==> config.mk <==
export PLATFORM = sky130hd
export DESIGN_NAME = i2c_chan_bank
export DESIGN_NICKNAME = d
export VERILOG_FILES = /design/src/rtl/i2cb_pkg.sv /design/src/rtl/i2cb_sync.sv /design/src/rtl/i2cb_link.sv /design/src/rtl/i2cb_frame.sv /design/src/rtl/i2cb_bank.sv /design/src/rtl/i2c_chan_bank.sv
export SDC_FILE = /design/constraint.sdc
export NUM_CORES = 1
export LEC_CHECK = 0
export ABC_CLOCK_PERIOD_IN_PS = 2350
export CAP_MARGIN = 20
export CORE_ASPECT_RATIO = 0.6
export CORE_MARGIN = 5
export CORE_UTILIZATION = 40
export CTS_CLUSTER_DIAMETER = 120
export DETAILED_ROUTE_END_ITERATION = 8
export DONT_BUFFER_PORTS = 1
export HOLD_SLACK_MARGIN = 0.05
export PLACE_DENSITY = 0.52
export SYNTH_ARGS = -nofsm -noshare
export SYNTH_HDL_FRONTEND = slang
export SYNTH_SLANG_ARGS = --single-unit
==> constraint.sdc <==
create_clock -name clk -period 2.35 [get_ports clk]
set_clock_uncertainty 0.1 [all_clocks]
set_input_delay 0.1175 -clock clk [delete_from_list [all_inputs] [get_ports clk]]
set_output_delay 0.1175 -clock clk [all_outputs]
set_load 0.01 [all_outputs]
==> src/rtl/i2cb_pkg.sv <==
package i2cb_pkg;
  localparam int BYTE_W = 8;

  // bit-level engine state
  typedef enum logic [1:0] {
    L_IDLE,
    L_RX,
    L_TX,
    L_IGN
  } link_st_t;

  // frame-level position
  typedef enum logic [2:0] {
    P_OFF,
    P_CTRL,
    P_INDEX,
    P_DATA,
    P_DROP,
    P_READ
  } phase_t;
endpackage

==> src/rtl/i2cb_sync.sv <==
// Multi-stage synchronizer with edge detection for a group of async lines.
module i2cb_sync #(
  parameter int W      = 2,
  parameter int STAGES = 2
) (
  input  logic         clk,
  input  logic         rst,
  input  logic [W-1:0] raw,
  output logic [W-1:0] lvl,
  output logic [W-1:0] rise,
  output logic [W-1:0] fall
);
  logic [W-1:0] chain [STAGES];
  logic [W-1:0] hist;

  always_ff @(posedge clk) begin
    if (rst) begin
      for (int k = 0; k < STAGES; k++) chain[k] <= '1;
      hist <= '1;
    end else begin
      chain[0] <= raw;
      for (int k = 1; k < STAGES; k++) chain[k] <= chain[k-1];
      hist <= chain[STAGES-1];
    end
  end

  genvar g;
  generate
    for (g = 0; g < W; g++) begin : g_line
      assign lvl[g]  = chain[STAGES-1][g];
      assign rise[g] = chain[STAGES-1][g] & ~hist[g];
      assign fall[g] = ~chain[STAGES-1][g] & hist[g];
    end
  endgenerate
endmodule

==> src/rtl/i2cb_link.sv <==
// Bit engine: start/stop, byte shifting, acknowledge and transmit drive.
module i2cb_link
  import i2cb_pkg::*;
(
  input  logic              clk,
  input  logic              rst,
  input  logic              scl_l,
  input  logic              scl_r,
  input  logic              scl_f,
  input  logic              sda_l,
  input  logic              sda_r,
  input  logic              sda_f,
  input  logic              ack_in,
  input  logic              go_tx,
  input  logic [BYTE_W-1:0] tx_byte,
  output logic              sda_oe,
  output logic [BYTE_W-1:0] rx_byte,
  output logic              byte_done,
  output logic              tx_load,
  output logic              start_det,
  output logic              stop_det
);
  localparam int CW = $clog2(BYTE_W + 1);
  localparam logic [CW-1:0] FULL = CW'(BYTE_W);

  link_st_t          st;
  logic [CW-1:0]     bitc;
  logic              in_ack;
  logic              acked;
  logic              mnack;
  logic [BYTE_W-1:0] sr;
  logic [BYTE_W-1:0] txsr;
  logic              oe_q;

  assign start_det = sda_f & scl_l & ~scl_r;
  assign stop_det  = sda_r & scl_l & ~scl_r;

  assign byte_done = (st == L_RX) & scl_f & ~in_ack & (bitc == FULL);
  assign tx_load   = scl_f & in_ack &
                     (((st == L_RX) & acked & go_tx) | ((st == L_TX) & ~mnack));
  assign rx_byte   = sr;
  assign sda_oe    = oe_q;

  always_ff @(posedge clk) begin
    if (rst) begin
      st     <= L_IDLE;
      bitc   <= '0;
      in_ack <= 1'b0;
      acked  <= 1'b0;
      mnack  <= 1'b0;
      sr     <= '0;
      txsr   <= '0;
      oe_q   <= 1'b0;
    end else if (stop_det) begin
      st     <= L_IDLE;
      in_ack <= 1'b0;
      oe_q   <= 1'b0;
    end else if (start_det) begin
      st     <= L_RX;
      bitc   <= '0;
      in_ack <= 1'b0;
      oe_q   <= 1'b0;
    end else begin
      case (st)
        L_RX: begin
          if (scl_r && !in_ack && bitc < FULL) begin
            sr   <= {sr[BYTE_W-2:0], sda_l};
            bitc <= bitc + 1'b1;
          end
          if (scl_f) begin
            if (in_ack) begin
              in_ack <= 1'b0;
              bitc   <= '0;
              if (!acked) begin
                st   <= L_IGN;
                oe_q <= 1'b0;
              end else if (go_tx) begin
                st    <= L_TX;
                txsr  <= tx_byte;
                mnack <= 1'b0;
                oe_q  <= ~tx_byte[BYTE_W-1];
              end else begin
                oe_q <= 1'b0;
              end
            end else if (bitc == FULL) begin
              in_ack <= 1'b1;
              acked  <= ack_in;
              oe_q   <= ack_in;
            end
          end
        end
        L_TX: begin
          if (scl_r) begin
            if (in_ack) mnack <= sda_l;
            else        bitc  <= bitc + 1'b1;
          end
          if (scl_f) begin
            if (in_ack) begin
              in_ack <= 1'b0;
              bitc   <= '0;
              if (mnack) begin
                st   <= L_IGN;
                oe_q <= 1'b0;
              end else begin
                txsr <= tx_byte;
                oe_q <= ~tx_byte[BYTE_W-1];
              end
            end else if (bitc == FULL) begin
              in_ack <= 1'b1;
              oe_q   <= 1'b0;
            end else if (bitc != '0) begin
              txsr <= {txsr[BYTE_W-2:0], 1'b0};
              oe_q <= ~txsr[BYTE_W-2];
            end
          end
        end
        default: begin
        end
      endcase
    end
  end
endmodule

==> src/rtl/i2cb_frame.sv <==
// Frame decoder: address match, mode handling, channel sequencing, read index.
module i2cb_frame
  import i2cb_pkg::*;
#(
  parameter int          NCH      = 14,
  parameter logic [6:0]  DEV_ADDR = 7'h2C,
  localparam int         IW       = $clog2(NCH)
) (
  input  logic              clk,
  input  logic              rst,
  input  logic              stream_mode,
  input  logic              start_det,
  input  logic              stop_det,
  input  logic              byte_done,
  input  logic [BYTE_W-1:0] rx_byte,
  input  logic              tx_load,
  output logic              ack_in,
  output logic              go_tx,
  output logic              wr_en,
  output logic [IW-1:0]     wr_idx,
  output logic [BYTE_W-1:0] wr_data,
  output logic [IW-1:0]     rd_idx
);
  localparam logic [BYTE_W-1:0] NCH_B = BYTE_W'(NCH);
  localparam logic [IW-1:0]     LAST  = IW'(NCH - 1);

  phase_t        ph;
  logic [IW-1:0] idx;
  logic [IW-1:0] ptr;
  logic [IW-1:0] rd_q;
  logic          addr_hit;
  logic          ptr_ok;

  assign addr_hit = (rx_byte[BYTE_W-1:1] == DEV_ADDR);
  assign ptr_ok   = (rx_byte < NCH_B);

  always_comb begin
    case (ph)
      P_CTRL:         ack_in = addr_hit;
      P_INDEX:        ack_in = stream_mode | ptr_ok;
      P_DATA, P_DROP: ack_in = 1'b1;
      default:        ack_in = 1'b0;
    endcase
  end

  assign go_tx   = (ph == P_READ);
  assign wr_en   = byte_done & (ph == P_DATA);
  assign wr_idx  = idx;
  assign wr_data = rx_byte;
  assign rd_idx  = rd_q;

  always_ff @(posedge clk) begin
    if (rst) begin
      ph   <= P_OFF;
      idx  <= '0;
      ptr  <= '0;
      rd_q <= '0;
    end else if (stop_det) begin
      ph <= P_OFF;
    end else if (start_det) begin
      ph  <= P_CTRL;
      idx <= '0;
    end else begin
      if (byte_done) begin
        case (ph)
          P_CTRL: begin
            if (!addr_hit) begin
              ph <= P_OFF;
            end else if (rx_byte[0]) begin
              ph   <= P_READ;
              rd_q <= stream_mode ? '0 : ptr;
            end else begin
              ph <= P_INDEX;
            end
          end
          P_INDEX: begin
            if (stream_mode) begin
              idx <= '0;
              ph  <= P_DATA;
            end else if (ptr_ok) begin
              idx <= rx_byte[IW-1:0];
              ptr <= rx_byte[IW-1:0];
              ph  <= P_DATA;
            end else begin
              ph <= P_OFF;
            end
          end
          P_DATA: begin
            if (stream_mode && idx != LAST) idx <= idx + 1'b1;
            else                            ph  <= P_DROP;
          end
          default: begin
          end
        endcase
      end
      if (tx_load) rd_q <= (rd_q == LAST) ? '0 : rd_q + 1'b1;
    end
  end
endmodule

==> src/rtl/i2cb_bank.sv <==
// Channel code registers with per-channel update strobes and a read mux.
module i2cb_bank
  import i2cb_pkg::*;
#(
  parameter int                NCH      = 14,
  parameter logic [BYTE_W-1:0] RST_CODE = 8'h80,
  localparam int               IW       = $clog2(NCH)
) (
  input  logic                  clk,
  input  logic                  rst,
  input  logic                  wr_en,
  input  logic [IW-1:0]         wr_idx,
  input  logic [BYTE_W-1:0]     wr_data,
  input  logic [IW-1:0]         rd_idx,
  output logic [NCH*BYTE_W-1:0] codes,
  output logic [NCH-1:0]        upd,
  output logic [BYTE_W-1:0]     rd_data
);
  logic [BYTE_W-1:0] code_arr [NCH];

  genvar g;
  generate
    for (g = 0; g < NCH; g++) begin : g_chan
      logic hit;
      assign hit = wr_en && (wr_idx == IW'(g));
      always_ff @(posedge clk) begin
        if (rst) begin
          code_arr[g] <= RST_CODE;
          upd[g]      <= 1'b0;
        end else begin
          upd[g] <= hit;
          if (hit) code_arr[g] <= wr_data;
        end
      end
      assign codes[g*BYTE_W +: BYTE_W] = code_arr[g];
    end
  endgenerate

  assign rd_data = (rd_idx < IW'(NCH)) ? code_arr[rd_idx] : '0;
endmodule

==> src/rtl/i2c_chan_bank.sv <==
// Top: two-wire target holding a bank of channel codes.
module i2c_chan_bank
  import i2cb_pkg::*;
#(
  parameter int                NCH         = 14,
  parameter logic [6:0]        DEV_ADDR    = 7'h2C,
  parameter logic [BYTE_W-1:0] RST_CODE    = 8'h80,
  parameter int                SYNC_STAGES = 2
) (
  input  logic                  clk,
  input  logic                  rst,
  input  logic                  scl_in,
  input  logic                  sda_in,
  input  logic                  stream_mode,
  output logic                  sda_oe,
  output logic [NCH*BYTE_W-1:0] chan_codes,
  output logic [NCH-1:0]        chan_upd
);
  localparam int IW = $clog2(NCH);

  logic [1:0] lvl, rise, fall;
  logic scl_s, sda_s;
  logic ack_in, go_tx, wr_en, byte_done, tx_load, start_det, stop_det;
  logic [IW-1:0]     wr_idx, rd_idx;
  logic [BYTE_W-1:0] wr_data, rx_byte, rd_data;

  i2cb_sync #(.W(2), .STAGES(SYNC_STAGES)) u_sync (
    .clk  (clk),
    .rst  (rst),
    .raw  ({sda_in, scl_in}),
    .lvl  (lvl),
    .rise (rise),
    .fall (fall)
  );

  assign scl_s = lvl[0];
  assign sda_s = lvl[1];

  i2cb_link u_link (
    .clk       (clk),
    .rst       (rst),
    .scl_l     (scl_s),
    .scl_r     (rise[0]),
    .scl_f     (fall[0]),
    .sda_l     (sda_s),
    .sda_r     (rise[1]),
    .sda_f     (fall[1]),
    .ack_in    (ack_in),
    .go_tx     (go_tx),
    .tx_byte   (rd_data),
    .sda_oe    (sda_oe),
    .rx_byte   (rx_byte),
    .byte_done (byte_done),
    .tx_load   (tx_load),
    .start_det (start_det),
    .stop_det  (stop_det)
  );

  i2cb_frame #(.NCH(NCH), .DEV_ADDR(DEV_ADDR)) u_frame (
    .clk         (clk),
    .rst         (rst),
    .stream_mode (stream_mode),
    .start_det   (start_det),
    .stop_det    (stop_det),
    .byte_done   (byte_done),
    .rx_byte     (rx_byte),
    .tx_load     (tx_load),
    .ack_in      (ack_in),
    .go_tx       (go_tx),
    .wr_en       (wr_en),
    .wr_idx      (wr_idx),
    .wr_data     (wr_data),
    .rd_idx      (rd_idx)
  );

  i2cb_bank #(.NCH(NCH), .RST_CODE(RST_CODE)) u_bank (
    .clk     (clk),
    .rst     (rst),
    .wr_en   (wr_en),
    .wr_idx  (wr_idx),
    .wr_data (wr_data),
    .rd_idx  (rd_idx),
    .codes   (chan_codes),
    .upd     (chan_upd),
    .rd_data (rd_data)
  );
endmodule

; After elaboration in Yosys (flattened, before gate mapping)
; Memory sizes are Yosys's and may differ from the RTL's. A register that Yosys moved wholly into a read port is not among the register bits.
; Index checks and enable logic that the tools add are counted.
[totals]
regBits = 56
ram_bits = 116
in_bits = 5
out_inout_bits = 127
n_memories = 2
[memory_table]
columns = name, depth, width, rd, rd_ports_with_merged_regs, write_ports, line_no
row1 = u_bank.code_arr, 14, 8, 15, 1, 14, i2cb_bank.sv:19  ; logic [BYTE_W-1:0] code_arr [NCH];
row2 = u_sync.chain, 2, 2, 2, 0, 2, i2cb_sync.sv:13  ; logic [W-1:0] chain [STAGES];
[classes]
n_addsub = 3
order_cmp = 3
eq_ne = 48
n_mux = 134
bitwise = 47
n_reduce_logical = 48
[ops]
columns = op, count
row1 = $mux 8, 15
row2 = $mux 4, 22
row3 = $mux 1, 66
row4 = $mux 7, 9
row5 = $eq 4x4->1 const B, 8
row6 = $ne 3x2->1 const B, 8
row7 = $mux 2, 10
row8 = $or 1x1->1, 18
row9 = $reduce_and 6->1, 3
row10 = $and 1x1->1, 17
row11 = $logic_and 1x1->1, 17
row12 = $eq 4x3->1 const B, 4
row13 = $ne 2x1->1 const B, 8
row14 = $pmux 4 s2, 2
row15 = $pmux 7 s2, 1
row16 = $reduce_and 7->1, 2
row17 = $add 4x1->4 const B, 3
row18 = $mux 3, 4
row19 = $not 1->1, 12
row20 = $reduce_bool 2->1, 6
row21 = $reduce_and 11->1, 1
row22 = $reduce_and 5->1, 2
row23 = $ne 3x3->1 const B, 3
row24 = $pmux 3 s3, 1
row25 = 28 further kinds, 41

; Logic depth before layout (Yosys ltp)
; Gate-level depths: netlist of the first run.
; An unclocked memory read counts as a cell.
[logic_depth]
word_depth = 12
depth_mapped = 9
mapped_depth_nobuf = 7

; Modules after synthesis
; Synthesis of the first run repeated with hierarchy kept, for this count alone.
[unflattened]
cells_unflattened = 709
area_unflattened_um2 = 8490.6
[modules_own_cells]
columns = mod, n_inst, cells_each, area_per_inst_um2, seq_area_each_um2
row1 = i2cb_bank, 1, 377, 5596.6, 3643.5
row2 = i2cb_link, 1, 169, 1547.7, 500.5
row3 = i2cb_frame, 1, 145, 1148.6, 300.3
row4 = i2cb_sync, 1, 18, 197.7, 120.1

; Least setup slack after synthesis of the first run
; Ideal clock, no wire load.
[synth_timing]
kind = reg2reg
start = register u_link.st[1]
end = memory u_bank.code_arr[1][0], enable pin
arrival_ns = 2.046
required_time_ns = 1.866
setup_slack_ns = -0.180
stages_incl_launch_ff = 9
path_buffers = 2
cell_sequence = dfxtp_1 inv_1 ha_1 and2b_1 and3_1 buf_2 nand3_2 clkbuf_1 o21ai_0
[synth_rtl]
columns = element, line_no
row1 = from (decl), i2cb_link.sv:26  ; link_st_t st;
row2 = from (signal assigned), i2cb_link.sv:46  ; st <= L_IDLE;
row3 = from (signal assigned), i2cb_link.sv:55  ; st <= L_IDLE;
row4 = from (signal assigned), i2cb_link.sv:59  ; st <= L_RX;
row5 = to (decl), i2cb_bank.sv:19

==> results of run 1 <==
==> registers in the layout, indices dropped and copies added, names as in the netlist, 2 cells and up, named ones only <==
| register | cells |
|---|---|
| u_bank.code_arr | 112 |
| u_frame.ph | 3 |
| u_frame.wr_idx | 4 |
| u_frame.rd_idx | 4 |
| u_sync.hist | 2 |
| u_bank.upd | 14 |
| u_link.txsr | 7 |
| u_sync.chain | 4 |
| u_link.st | 2 |
| u_link.bitc | 4 |
| u_link.rx_byte | 8 |
| u_frame.ptr | 4 |
==> worst min-delay path: stages <==
cell and delay (ps):
nand4b_1 90, o211ai_1 170, o31ai_1 120, mux2i_1 70, nor2_1 70
==> cell families (layout without fill, tap and decap cells) <==
| family | count (synthesis) | count (layout) |
|---|---|---|
| XOR/XNOR | 3 | 3 |
| AO/OA/AOI/OAI | 108 | 108 |
| buffers and inverters | 68 | 127 |
| multiplexers | 57 | 57 |
| adder cells (fa/ha/maj) | 8 | 8 |
| flip-flops | 176 | 176 |
| AND/OR/NAND/NOR | 281 | 281 |
| other | 0 | 1 |
==> cell type report <==
cell class | count | share of cell area, %
Antenna cell | 1 | 0.02587
Clock inverter | 11 | 1.190
Tap cell | 273 | 3.531
Inverter | 16 | 0.6208
Sequential cell | 176 | 48.02
Clock buffer | 21 | 4.656
Timing Repair Buffer | 79 | 6.906
Multi-Input combinational cell | 457 | 35.05
==> per-layer routing <==
metal	GRT usage [%]	share of wire (%)
met2	30.51	41
met3	7.492	10
met4	5.972	1.6
met1	32.44	47
met5	0	0
==> what timing repair did <==
item | CTS | global route
endpoints found under the hold margin | 49 | 0
setup buffers | 0 | 1
gates resized for setup | 2 | 6
cloned | 0 | 0
endpoints found under the setup margin | 46 | 97
hold buffers | 6 | 0
pin swaps | 0 | 1
==> cells in the mapped netlist (9+ instances only) <==
library cell,number,share of area [%]
o21ai_0,29,1.8
nor2_1,42,1.9
edfxtp_1,112,41
or3_1,15,1.1
nor3_1,16,0.97
a31oi_1,10,0.75
mux4_2,22,6.0
clkbuf_1,38,1.7
buf_2,10,0.60
mux2i_1,21,2.5
dfxtp_1,64,15
inv_1,16,0.72
nand3b_1,9,0.82
and2_1,87,6.6
mux2_2,14,1.9
nand2_1,30,1.4
a21oi_1,29,1.8
nand2b_1,21,1.6
nand3_1,10,0.60
==> report_power, final <==
part           leakage, nW  switching, mW  internal (mW)
Clock                0.272           1.18           1.58
Sequential            1.59          0.150           3.41
Combinational         1.54          0.522          0.329
==> how the worst max path moves through the flow <==
| stage | cells after the start | end | startpoint |
|---|---|---|---|
| detailed placement | 8 | u_bank.code_arr[9][5]$_SDFFCE_PN0P_ | u_link.bitc[0]$_SDFFE_PP0P_ |
| global route | 7 | u_frame.rd_idx[2]$_SDFFE_PP0N_ | u_link.bitc[0]$_SDFFE_PP0P_ |
| floorplan | 8 | u_bank.code_arr[1][0]$_SDFFCE_PN0P_ | u_link.st[1]$_SDFFE_PP0P_ |
| global placement | 8 | u_bank.code_arr[7][6]$_SDFFCE_PN0P_ | u_link.bitc[0]$_SDFFE_PP0P_ |
| finish | 8 | u_bank.code_arr[0][1]$_SDFFCE_PN0P_ | u_link.bitc[0]$_SDFFE_PP0P_ |
| CTS | 8 | u_bank.code_arr[7][1]$_SDFFCE_PN0P_ | u_link.bitc[0]$_SDFFE_PP0P_ |
==> metrics by stage <==
step / hold WS [ps] / util, % / setup TNS (ps) / setup slack (ps) / cells
2_1_floorplan: 119.5 / - / -13990 / -180.1 / 701
3_3_place_gp: 94.68 / 44.62 / -26.07 / -5.524 / 994
3_5_place_dp: 96.60 / 44.62 / -693.6 / -34.74 / 994
4_1_cts: 123.8 / 47.84 / 0 / 32.33 / 1032
5_1_grt: 205.9 / 47.95 / -31.76 / -6.379 / 1033
6_report: 139.7 / 47.97 / 0 / 80.06 / 1034
==> flow_summary_export.csv, run 1 <==
group,metric,value,unit
hold_path,min_path_cells,5,
synthesis,postSynthAreaPerCell,11.82,sq um
worst_setup_path,r2r_end,"u_bank.code_arr[0][1]$_SDFFCE_PN0P_",
placed_design,io_buffers,0,
placed_design,place_congestion,0.8617,
drt,detail-route-antenna-nets,0,
worst_setup_path,crit_buf_inv,3,
drt,vias_per_cell,5.680,
synthesis,synth_top_family_by_area,"simple AND/OR/NAND/NOR gates",
clocking,clock_path_buffers,2,
clocking,cts_sinks,176,
synthesis,synth_compound_area_share,8.455,%
hold_path,hold_path_class,"in2reg",
power_and_ir_drop,p_total,7.179,mW
outcome,outcome,"complete, no violations",
worst_setup_path,critPathRequiredTime,2400,ps
floorplanning,die_w,195.8,microns
power_and_ir_drop,ir_worst_vdd,0.0005715,V
job,drv_cap,0,
placed_design,dp_hpwl,19070,microns
clocking,cts_root_buf,"clkbuf_16",
timing,maxSlewViolCount,0,
worst_setup_path,r2r-start,"u_link.bitc[0]$_SDFFE_PP0P_",
synthesis,ys_types,65,
synthesis,synthMuxAreaShare,10.42,%
global_routing,gr-usage-all-layers,21.95,%
finish,post_route_cells_drive_above_1_share,21.84,%
drt,wl_per_cell,25.03,microns
finish,seq_area,4646,sq um
timing,timing.final.crit_share,96.59,%
worst_setup_path,crit_family,"simple AND/OR/NAND/NOR gates",
finish,fillers,1787,
timing,hold_viol_final,0,
worst_setup_path,critical_path.cell_chain,"inv_1 -> ha_1 -> and3b_2 -> and3_4 -> nand3_2 -> buf_12 -> o21ai_0 -> buf_4",
timing,worst_pin_slew,835.3,ps
synthesis,synth-xor-area-share,0.3171,%
power_and_ir_drop,power_density,742.1,nW/um^2
synthesis,synth_async_sr_flop_share,0,%
clocking,htree_levels,4,
global_routing,grt_pass1_wl,38500,microns
clocking,cts_tree,"yes",
power_and_ir_drop,p_leak,3.403,nW
hold_path,hp-start,"stream_mode",
global_routing,grt_overflow_total,0,
synthesis,synth_edf_count,112,
global_routing,grt_max_degree,41,
drt,wirelength,25880,microns
clocking,numCtsBuffers,17,
worst_setup_path,slowest_stage,"dfxtp_1",
worst_setup_path,cp.arrival,2320,ps
drt,route.detailed.drc,0,
floorplanning,die_area,23790,sq um
drt,dr.pass1.iters,5,
drt,drt-initial-drc-count,521,
synthesis,yosysSeqAreaShare,56.05,%
floorplanning,die_y,121.5,microns
finish,fin_nets,760,
synthesis,yosys_warnings,0,
global_routing,antenna_found_initial,0,
clocking,clk_latency,440,ps
timing,rsz0062_at_grt,"yes",
timing,max_freq,440.5,MHz
worst_setup_path,critPathKind,"reg2reg",
synthesis,synthAdderAreaFrac,1.208,%
synthesis,ys_ff_latch,176,
worst_setup_path,worst-path-max-fanout,15,
worst_setup_path,crit_path_start_kind,"flop",
finish,multi_input_area,3391,sq um
floorplanning,ios,132,
placed_design,placed_area,9000,sq um
floorplanning,coreArea,20170,sq um
worst_setup_path,critPathCaptureType,"flop",
hold_path,min_to,"u_frame.ph[1]$_SDFFE_PP0P_",
finish,area_growth,16.74,%
worst_setup_path,reg2regPathDepth,8,
synthesis,syn_inst,701,
floorplanning,start_util,41.09,%
timing,slew-limit-headroom,43.73,%
finish,design_area,9674,sq um
clocking,path_clk_slew,70,ps
synthesis,syn-cell-area,8287,sq um
finish,layout_common_cells,"edfxtp_1, and2_1, buf_4",
finish,final_common_cell,"edfxtp_1",
synthesis,synth_fp_nets,714,
worst_setup_path,rrSetupSlack,80,ps
global_routing,grt_pass1_vias,5736,
synthesis,synth-simple-area-share,20.17,%
synthesis,ys.flop_type,"edfxtp_1",
drt,dr_total_vias,5873,
floorplanning,fp-row-count,40,
timing,setup_viol,0,
timing,period_minus_slack,2270,ps
worst_setup_path,cpPeakStageDelay,330,ps
Power figures use the tool's default switching activity.
==> run 2, diff against run 1 <==
Settings changed: SKIP_LAST_GASP set to 1, SYNTH_HIERARCHICAL set to 1.
==> run 2 against run 1 <==
The flow now finishes with violations (negative setup slack). Via count grew 5.7%. Final cell count is 5.0% higher. Non-clock buffer count grew 36. Die area is 2.3% higher. Sequential power decreased by 5%. Synthesized area up 2.5%. Combinational power fell by 66%. Critical path type unchanged. Critical endpoint is now u_bank/code_arr[5][7]$_SDFFCE_PN1P_. Largest cell class unchanged. Largest power group unchanged. Highest routed layer unchanged.
==> flow_summary_export.csv, run 2 <==
group,metric,value,unit
outcome,outcome,"complete, but fails checks",
outcome,violations,"negative setup slack",
synthesis,postSynthAreaPerCell,11.98,sq um
synthesis,synth_edf_count,112,
hold_path,min_path_cells,4,
worst_setup_path,critPathCaptureType,"flop",
floorplanning,die_y,122.9,microns
synthesis,synth_top_area_share,39.61,%
finish,final_common_cell,"edfxtp_1",
global_routing,grt_overflow_total,0,
clocking,cts_sinks,172,
finish,largest_reg_flops,112,
synthesis,synth-xor-area-share,0.2063,%
drt,wl_per_cell,25.60,microns
synthesis,ys_types,73,
clocking,cts_root_buf,"clkbuf_16",
placed_design,dp_hpwl,19780,microns
synthesis,syn-cell-area,8491,sq um
drt,vias_per_cell,5.717,
drt,wirelength,27800,microns
global_routing,gr-usage-all-layers,22.74,%
global_routing,grt_max_degree,50,
clocking,htree_levels,4,
timing,worst_pin_slew,641.7,ps
worst_setup_path,crit_start,"u_link/bitc[0]$_SDFFE_PP0P_",
synthesis,syn_inst,709,
power_and_ir_drop,power_frac_seq,51.8,%
timing,setup_viol,27,
drt,route.detailed.drc,0,
timing,timing.final.crit_share,101.8,%
synthesis,ys.flop_type,"edfxtp_1",
clocking,clock_path_buffers,2,
finish,top_register,"u_bank/code_arr",
drt,detail-route-antenna-nets,0,
timing,hold_viol_final,0,
worst_setup_path,rrSetupSlack,-40,ps
finish,fin_nets,803,
power_and_ir_drop,swShare,23.26,%
timing,slew-limit-headroom,57.22,%
power_and_ir_drop,ir_worst_vdd,0.0004579,V
synthesis,yosys_warnings,6,
floorplanning,start_util,40.57,%
floorplanning,ios,132,
finish,fillers,1868,
worst_setup_path,critPathKind,"reg2reg",
clocking,path_clk_slew,70,ps
worst_setup_path,reg2regPathDepth,11,
clocking,cts_tree,"yes",
drt,dr.pass1.iters,5,
timing,layout_setup_ws,-43.45,ps
placed_design,io_buffers,0,
worst_setup_path,endpoint,"u_bank/code_arr[5][7]$_SDFFCE_PN1P_",
power_and_ir_drop,p_switching,1.515,mW
worst_setup_path,cp.arrival,2480,ps
synthesis,synth_area_leaders,"edfxtp_1, dfxtp_1, and2_1, mux4_2, mux2i_1",
timing,setup_tns,-617.1,ps
timing,max_freq,417.8,MHz
global_routing,antenna_found_initial,2,
finish,post_route_cells_drive_above_1_share,28.20,%
placed_design,placed_area,9464,sq um
synthesis,yosysSeqAreaShare,53.76,%
power_and_ir_drop,cell_internal_pwr,4.998,mW
synthesis,ys_ff_latch,172,
finish,area_growth,22.52,%
drt,dr_total_vias,6209,
job,drv_cap,0,
synthesis,synthAdderAreaFrac,0.8842,%
worst_setup_path,r2r_end,"u_bank/code_arr[5][7]$_SDFFCE_PN1P_",
finish,layout_common_cells,"edfxtp_1, and2_1, buf_4",
drt,drt-initial-drc-count,679,
synthesis,synth_async_sr_flop_share,0,%
power_and_ir_drop,clkPwrFrac,43.8,%
power_and_ir_drop,power_frac_comb,4.4,%
synthesis,synth_compound_area_share,9.579,%
finish,design_area,10400,sq um
synthesis,synth-simple-area-share,21.03,%
placed_design,place_congestion,0.8521,
floorplanning,fp-row-count,41,
synthesis,yosysTopAreaCell,"edfxtp_1",
synthesis,synth_fp_nets,720,
timing,maxSlewViolCount,0,
power_and_ir_drop,power_density,626.0,nW/um^2
worst_setup_path,r2r-start,"u_link/bitc[0]$_SDFFE_PP0P_",
synthesis,ys_top_cells_by_count,"edfxtp_1, and2_1, dfxtp_1",
power_and_ir_drop,p_leak,3.699,nW
timing,period_minus_slack,2393,ps
floorplanning,coreArea,20930,sq um
clocking,numCtsBuffers,17,
worst_setup_path,worst-path-max-fanout,4,
synthesis,synth.most_common_cell,"edfxtp_1",
floorplanning,die_w,198.1,microns
floorplanning,die_area,24340,sq um
hold_path,hold_path_class,"in2reg",
clocking,clk_latency,440,ps
worst_setup_path,critPathRequiredTime,2430,ps
synthesis,synth_top_family_by_area,"simple AND/OR/NAND/NOR gates",
timing,rsz0062_at_grt,"yes",
global_routing,grt_pass1_wl,40030,microns
global_routing,grt_pass1_vias,5937,
placed_design,pre_cts_ws,-76.81,ps
worst_setup_path,crit_path_start_kind,"flop",
synthesis,synthMuxAreaShare,10.26,%
-- run 2: power groups by stage --
stage | Sequential [mW] | Combinational [mW] | Clock [mW]
4_1_cts | 3.37 | 0.284 | 2.90
5_1_grt | 3.38 | 0.308 | 3.03
3_5_place_dp | 3.44 | 0.251 | 0
6_report | 3.37 | 0.289 | 2.85
2_1_floorplan | 3.41 | 0.168 | 0
3_3_place_gp | 3.44 | 0.246 | 0
-- run 2: worst min-delay path by stage --
stage	startpoint	end	slack (ps)
finish	rst	u_bank/code_arr[0][2]$_SDFFCE_PN0P_	180
global route	rst	u_bank/code_arr[0][2]$_SDFFCE_PN0P_	180
CTS	rst	u_bank/code_arr[5][6]$_SDFFCE_PN0P_	140
detailed placement	rst	u_link/st[0]$_SDFFE_PP0P_	100
global placement	rst	u_link/st[0]$_SDFFE_PP0P_	90
floorplan	scl_in	u_sync/chain[0][0]$_SDFF_PP1_	110
-- run 2: layout make-up --
type                    count  area, sq um  area share [%]
multi-input cells         470         3731           35.87
inverters                  16        60.06          0.5773
clock inverters            13        138.9           1.335
diodes                      2        5.005         0.04811
repair buffers            115         1104           10.61
well taps                 279        349.1           3.356
clock buffers              19        442.9           4.258
flip-flops and latches    172         4572           43.95
-- run 2: cell families after synthesis --
group           count (synthesis)
fa+ha+maj                       6
simple gates                  281
mux                            62
buf+inv                        68
flops                         172
xor+xnor                        2
compound gates                118
-- run 2: worst max-delay path, cell delays in order (launching register included) --
cell and delay, ps:
dfxtp_2 320, inv_2 70, ha_4 130, nand3b_1 140, nor3_4 180, inv_2 80
nor2_4 130, buf_6 120, nand3b_1 180, buf_4 210, buf_6 130, or3_1 340
-- run 2: timing repair --
| item | CTS | global route |
|---|---|---|
| hold buffers | 5 | 0 |
| endpoints found under the hold margin | 73 | 0 |
| setup endpoints to repair | 17 | 107 |
| pin swaps | 1 | 4 |
| buffers inserted | 0 | 14 |
| gates cloned | 1 | 4 |
| resized for setup | 2 | 20 |
-- run 2: stage by stage --
step                      utilization, %  hold slack (ps)  total power [mW]  cells
after CTS                          48.51            143.2             6.558   1066
after floorplan                        -            114.6             3.574    709
after global routing               49.68            183.5             6.720   1084
after global placement             45.22            93.75             3.687   1028
final                              49.70            181.1             6.512   1086
after detailed placement           45.22            95.99             3.693   1028
-- run 2: layer usage --
metal	track usage [%]	share of wire [%]
met5	0	0
met2	31.18	41
met1	34.31	47
met4	5.589	1.3
met3	7.819	10
==> run 3, diff against run 2 <==
Settings changed: ABC_CLOCK_PERIOD_IN_PS 2350 to 2100, SKIP_LAST_GASP 1 to unset.
Clock period 2.35 ns to 2.1 ns, I/O delays scaled along.
==> run 3 against run 2 <==
The run still ends with negative setup slack left. Wire length rose by 0.47%. Combinational power is 49% higher. Register-to-register slack got worse by 210 ps. Count of clock-buffer cells in the layout decreased by 2. Global-route usage increased by 0.16 points. Worst setup slack got worse by 210 ps. Power grew 13%. Maximum frequency up 1.6%. Sequential power rose by 11%. Final area is 12% higher. Core utilization increased by 5.8 points. Highest routed layer unchanged.
==> flow_summary_export.csv, run 3 (synthesized netlist as in run 2, its figures left out) <==
group,metric,value,unit
global_routing,grt_pass1_wl,40900,microns
drt,wirelength,27940,microns
worst_setup_path,critical_path.cell_chain,"inv_2 -> ha_4 -> nand3b_1 -> nor3_4 -> inv_2 -> nor2_4 -> or3b_4 -> buf_12 -> o31ai_4 -> buf_6",
placed_design,place_congestion,0.8626,
clocking,clk_latency,440,ps
global_routing,grt_overflow_total,0,
timing,period_minus_slack,2356,ps
timing,timing.final.crit_share,112.2,%
finish,largest_reg_flops,112,
worst_setup_path,critPathCaptureType,"flop",
worst_setup_path,crit_buf_inv,4,
placed_design,dp_hpwl,20260,microns
worst_setup_path,crit_family,"simple AND/OR/NAND/NOR gates",
clocking,cts_sinks,172,
worst_setup_path,r2r-start,"u_link/bitc[0]$_SDFFE_PP0P_",
floorplanning,die_w,198.1,microns
finish,antenna_cells,0,
outcome,violations,"negative setup slack",
hold_path,min_to,"u_frame/ph[2]$_SDFFE_PP0P_",
timing,setup_viol,209,
global_routing,grt_max_degree,51,
floorplanning,fp-row-count,41,
drt,route.detailed.drc,0,
finish,fin_nets,912,
finish,area_growth,36.80,%
power_and_ir_drop,power_density,631.3,nW/um^2
global_routing,gr-usage-all-layers,22.90,%
worst_setup_path,cp.arrival,2410,ps
drt,drt-initial-drc-count,796,
worst_setup_path,cp_common_cell,"inv_2",
timing,maxSlewViolCount,0,
drt,dr.pass1.iters,5,
hold_path,min_path_cells,4,
hold_path,hold_path_class,"in2reg",
finish,fillers,1797,
floorplanning,die_area,24340,sq um
worst_setup_path,r2r_end,"u_bank/code_arr[0][2]$_SDFFCE_PN0P_",
timing,worst_pin_slew,571.5,ps
finish,top_register,"u_bank/code_arr",
placed_design,io_buffers,0,
job,drv_cap,0,
outcome,outcome,"complete, but fails checks",
drt,vias_per_cell,5.609,
clocking,htree_levels,4,
clocking,clock_path_buffers,2,
finish,post-route-util,55.49,%
drt,detail-route-antenna-nets,0,
power_and_ir_drop,p_total,7.332,mW
power_and_ir_drop,p_leak,4.369,nW
finish,post_route_cells_drive_above_1_share,41.68,%
floorplanning,coreArea,20930,sq um
worst_setup_path,path_depth,10,
finish,final_common_cell,"buf_4",
drt,wl_per_cell,23.42,microns
worst_setup_path,critPathKind,"reg2reg",
clocking,cts_tree,"yes",
drt,dr_total_vias,6692,
timing,slew-limit-headroom,61.81,%
worst_setup_path,rrSetupSlack,-260,ps
timing,max_freq,424.4,MHz
worst_setup_path,critPathRequiredTime,2150,ps
timing,rsz0062_at_grt,"yes",
clocking,numCtsBuffers,17,
power_and_ir_drop,ir_worst_vdd,0.0005365,V
timing,hold_viol_final,0,
clocking,cts_root_buf,"clkbuf_16",
worst_setup_path,crit_path_start_kind,"flop",
global_routing,grt_pass1_vias,6372,
worst_setup_path,cpPeakStageDelay,410,ps
floorplanning,die_y,122.9,microns
floorplanning,ios,132,
clocking,path_clk_slew,70,ps
finish,design_area,11610,sq um
worst_setup_path,worst-path-max-fanout,10,
global_routing,antenna_found_initial,0,
finish,layout_common_cells,"buf_4, edfxtp_1, and2_1",
timing,layout_setup_ws,-256.1,ps
worst_setup_path,slowest_stage,"or3b_4",
floorplanning,start_util,40.57,%
hold_path,hp-start,"stream_mode",
worst_setup_path,reg2regPathDepth,10,
placed_design,placed_area,10170,sq um
==> run 3: how the worst max path moves through the flow <==
stage / start / endpoint / slack [ps]
after floorplan: u_link/st[1]$_SDFFE_PP0P_ / u_bank/code_arr[0][0]$_SDFFCE_PN0P_ / -360
after global placement: u_link/bitc[0]$_SDFFE_PP0P_ / u_bank/code_arr[0][2]$_SDFFCE_PN0P_ / -260
after detailed placement: u_link/bitc[0]$_SDFFE_PP0P_ / u_bank/code_arr[0][2]$_SDFFCE_PN0P_ / -310
after CTS: u_link/bitc[0]$_SDFFE_PP0P_ / u_bank/code_arr[0][2]$_SDFFCE_PN0P_ / -270
after global routing: u_link/bitc[0]$_SDFFE_PP0P_ / u_bank/code_arr[2][7]$_SDFFCE_PN1P_ / -330
final: u_link/bitc[0]$_SDFFE_PP0P_ / u_bank/code_arr[0][2]$_SDFFCE_PN0P_ / -260
==> run 3: layout make-up <==
type	instances	area (sq um)	share of cell area, %
flip-flops and latches	172	4578	39.42
multi-input cells	470	4033	34.72
repair buffers	224	2014	17.34
clock buffers	17	425.4	3.663
well taps	279	349.1	3.005
clock inverters	15	155.1	1.336
inverters	16	60.06	0.5171
==> run 3: routing by layer <==
metal | GRT usage, % | share of wire, %
met4 | 4.901 | 1.4
met5 | 0 | 0
met3 | 7.572 | 10
met1 | 34.98 | 47
met2 | 31.47 | 41
==> run 3: power by group <==
| group | internal [mW] | switching (mW) | leakage [nW] | total [mW] |
|---|---|---|---|---|
| Clock | 1.68 | 1.47 | 0.273 | 3.15 |
| Sequential | 3.67 | 0.0830 | 1.59 | 3.75 |
| Combinational | 0.195 | 0.236 | 2.50 | 0.431 |
==> run 3: per-stage QoR <==
| step | hold slack (ps) | instances | setup TNS [ps] | setup slack (ps) |
|---|---|---|---|---|
| after global placement | 81.32 | 1125 | -11690 | -263.3 |
| after detailed placement | 83.77 | 1125 | -20620 | -313.8 |
| after floorplan | 102.1 | 709 | -32240 | -362.2 |
| final | 97.02 | 1193 | -21220 | -256.1 |
| after global routing | 116.4 | 1193 | -43320 | -325.4 |
| after CTS | 79.69 | 1186 | -19150 | -265.0 |
==> run 3: worst register-to-register path, stage by stage, from the launching register on <==
cell and delay, ps:
dfxtp_2 330, inv_2 70, ha_4 130, nand3b_1 150, nor3_4 170, inv_2 70, nor2_4 90, or3b_4 410
buf_12 160, o31ai_4 220, buf_6 170
==> run 3: what timing repair did <==
action / CTS / global route
endpoints found under the setup margin: 204 / 256
pin swaps: 10 / 20
gates cloned: 5 / 2
endpoints found under the hold margin: 102 / 0
setup buffers: 20 / 5
resized for setup: 73 / 55
hold buffers: 5 / 0
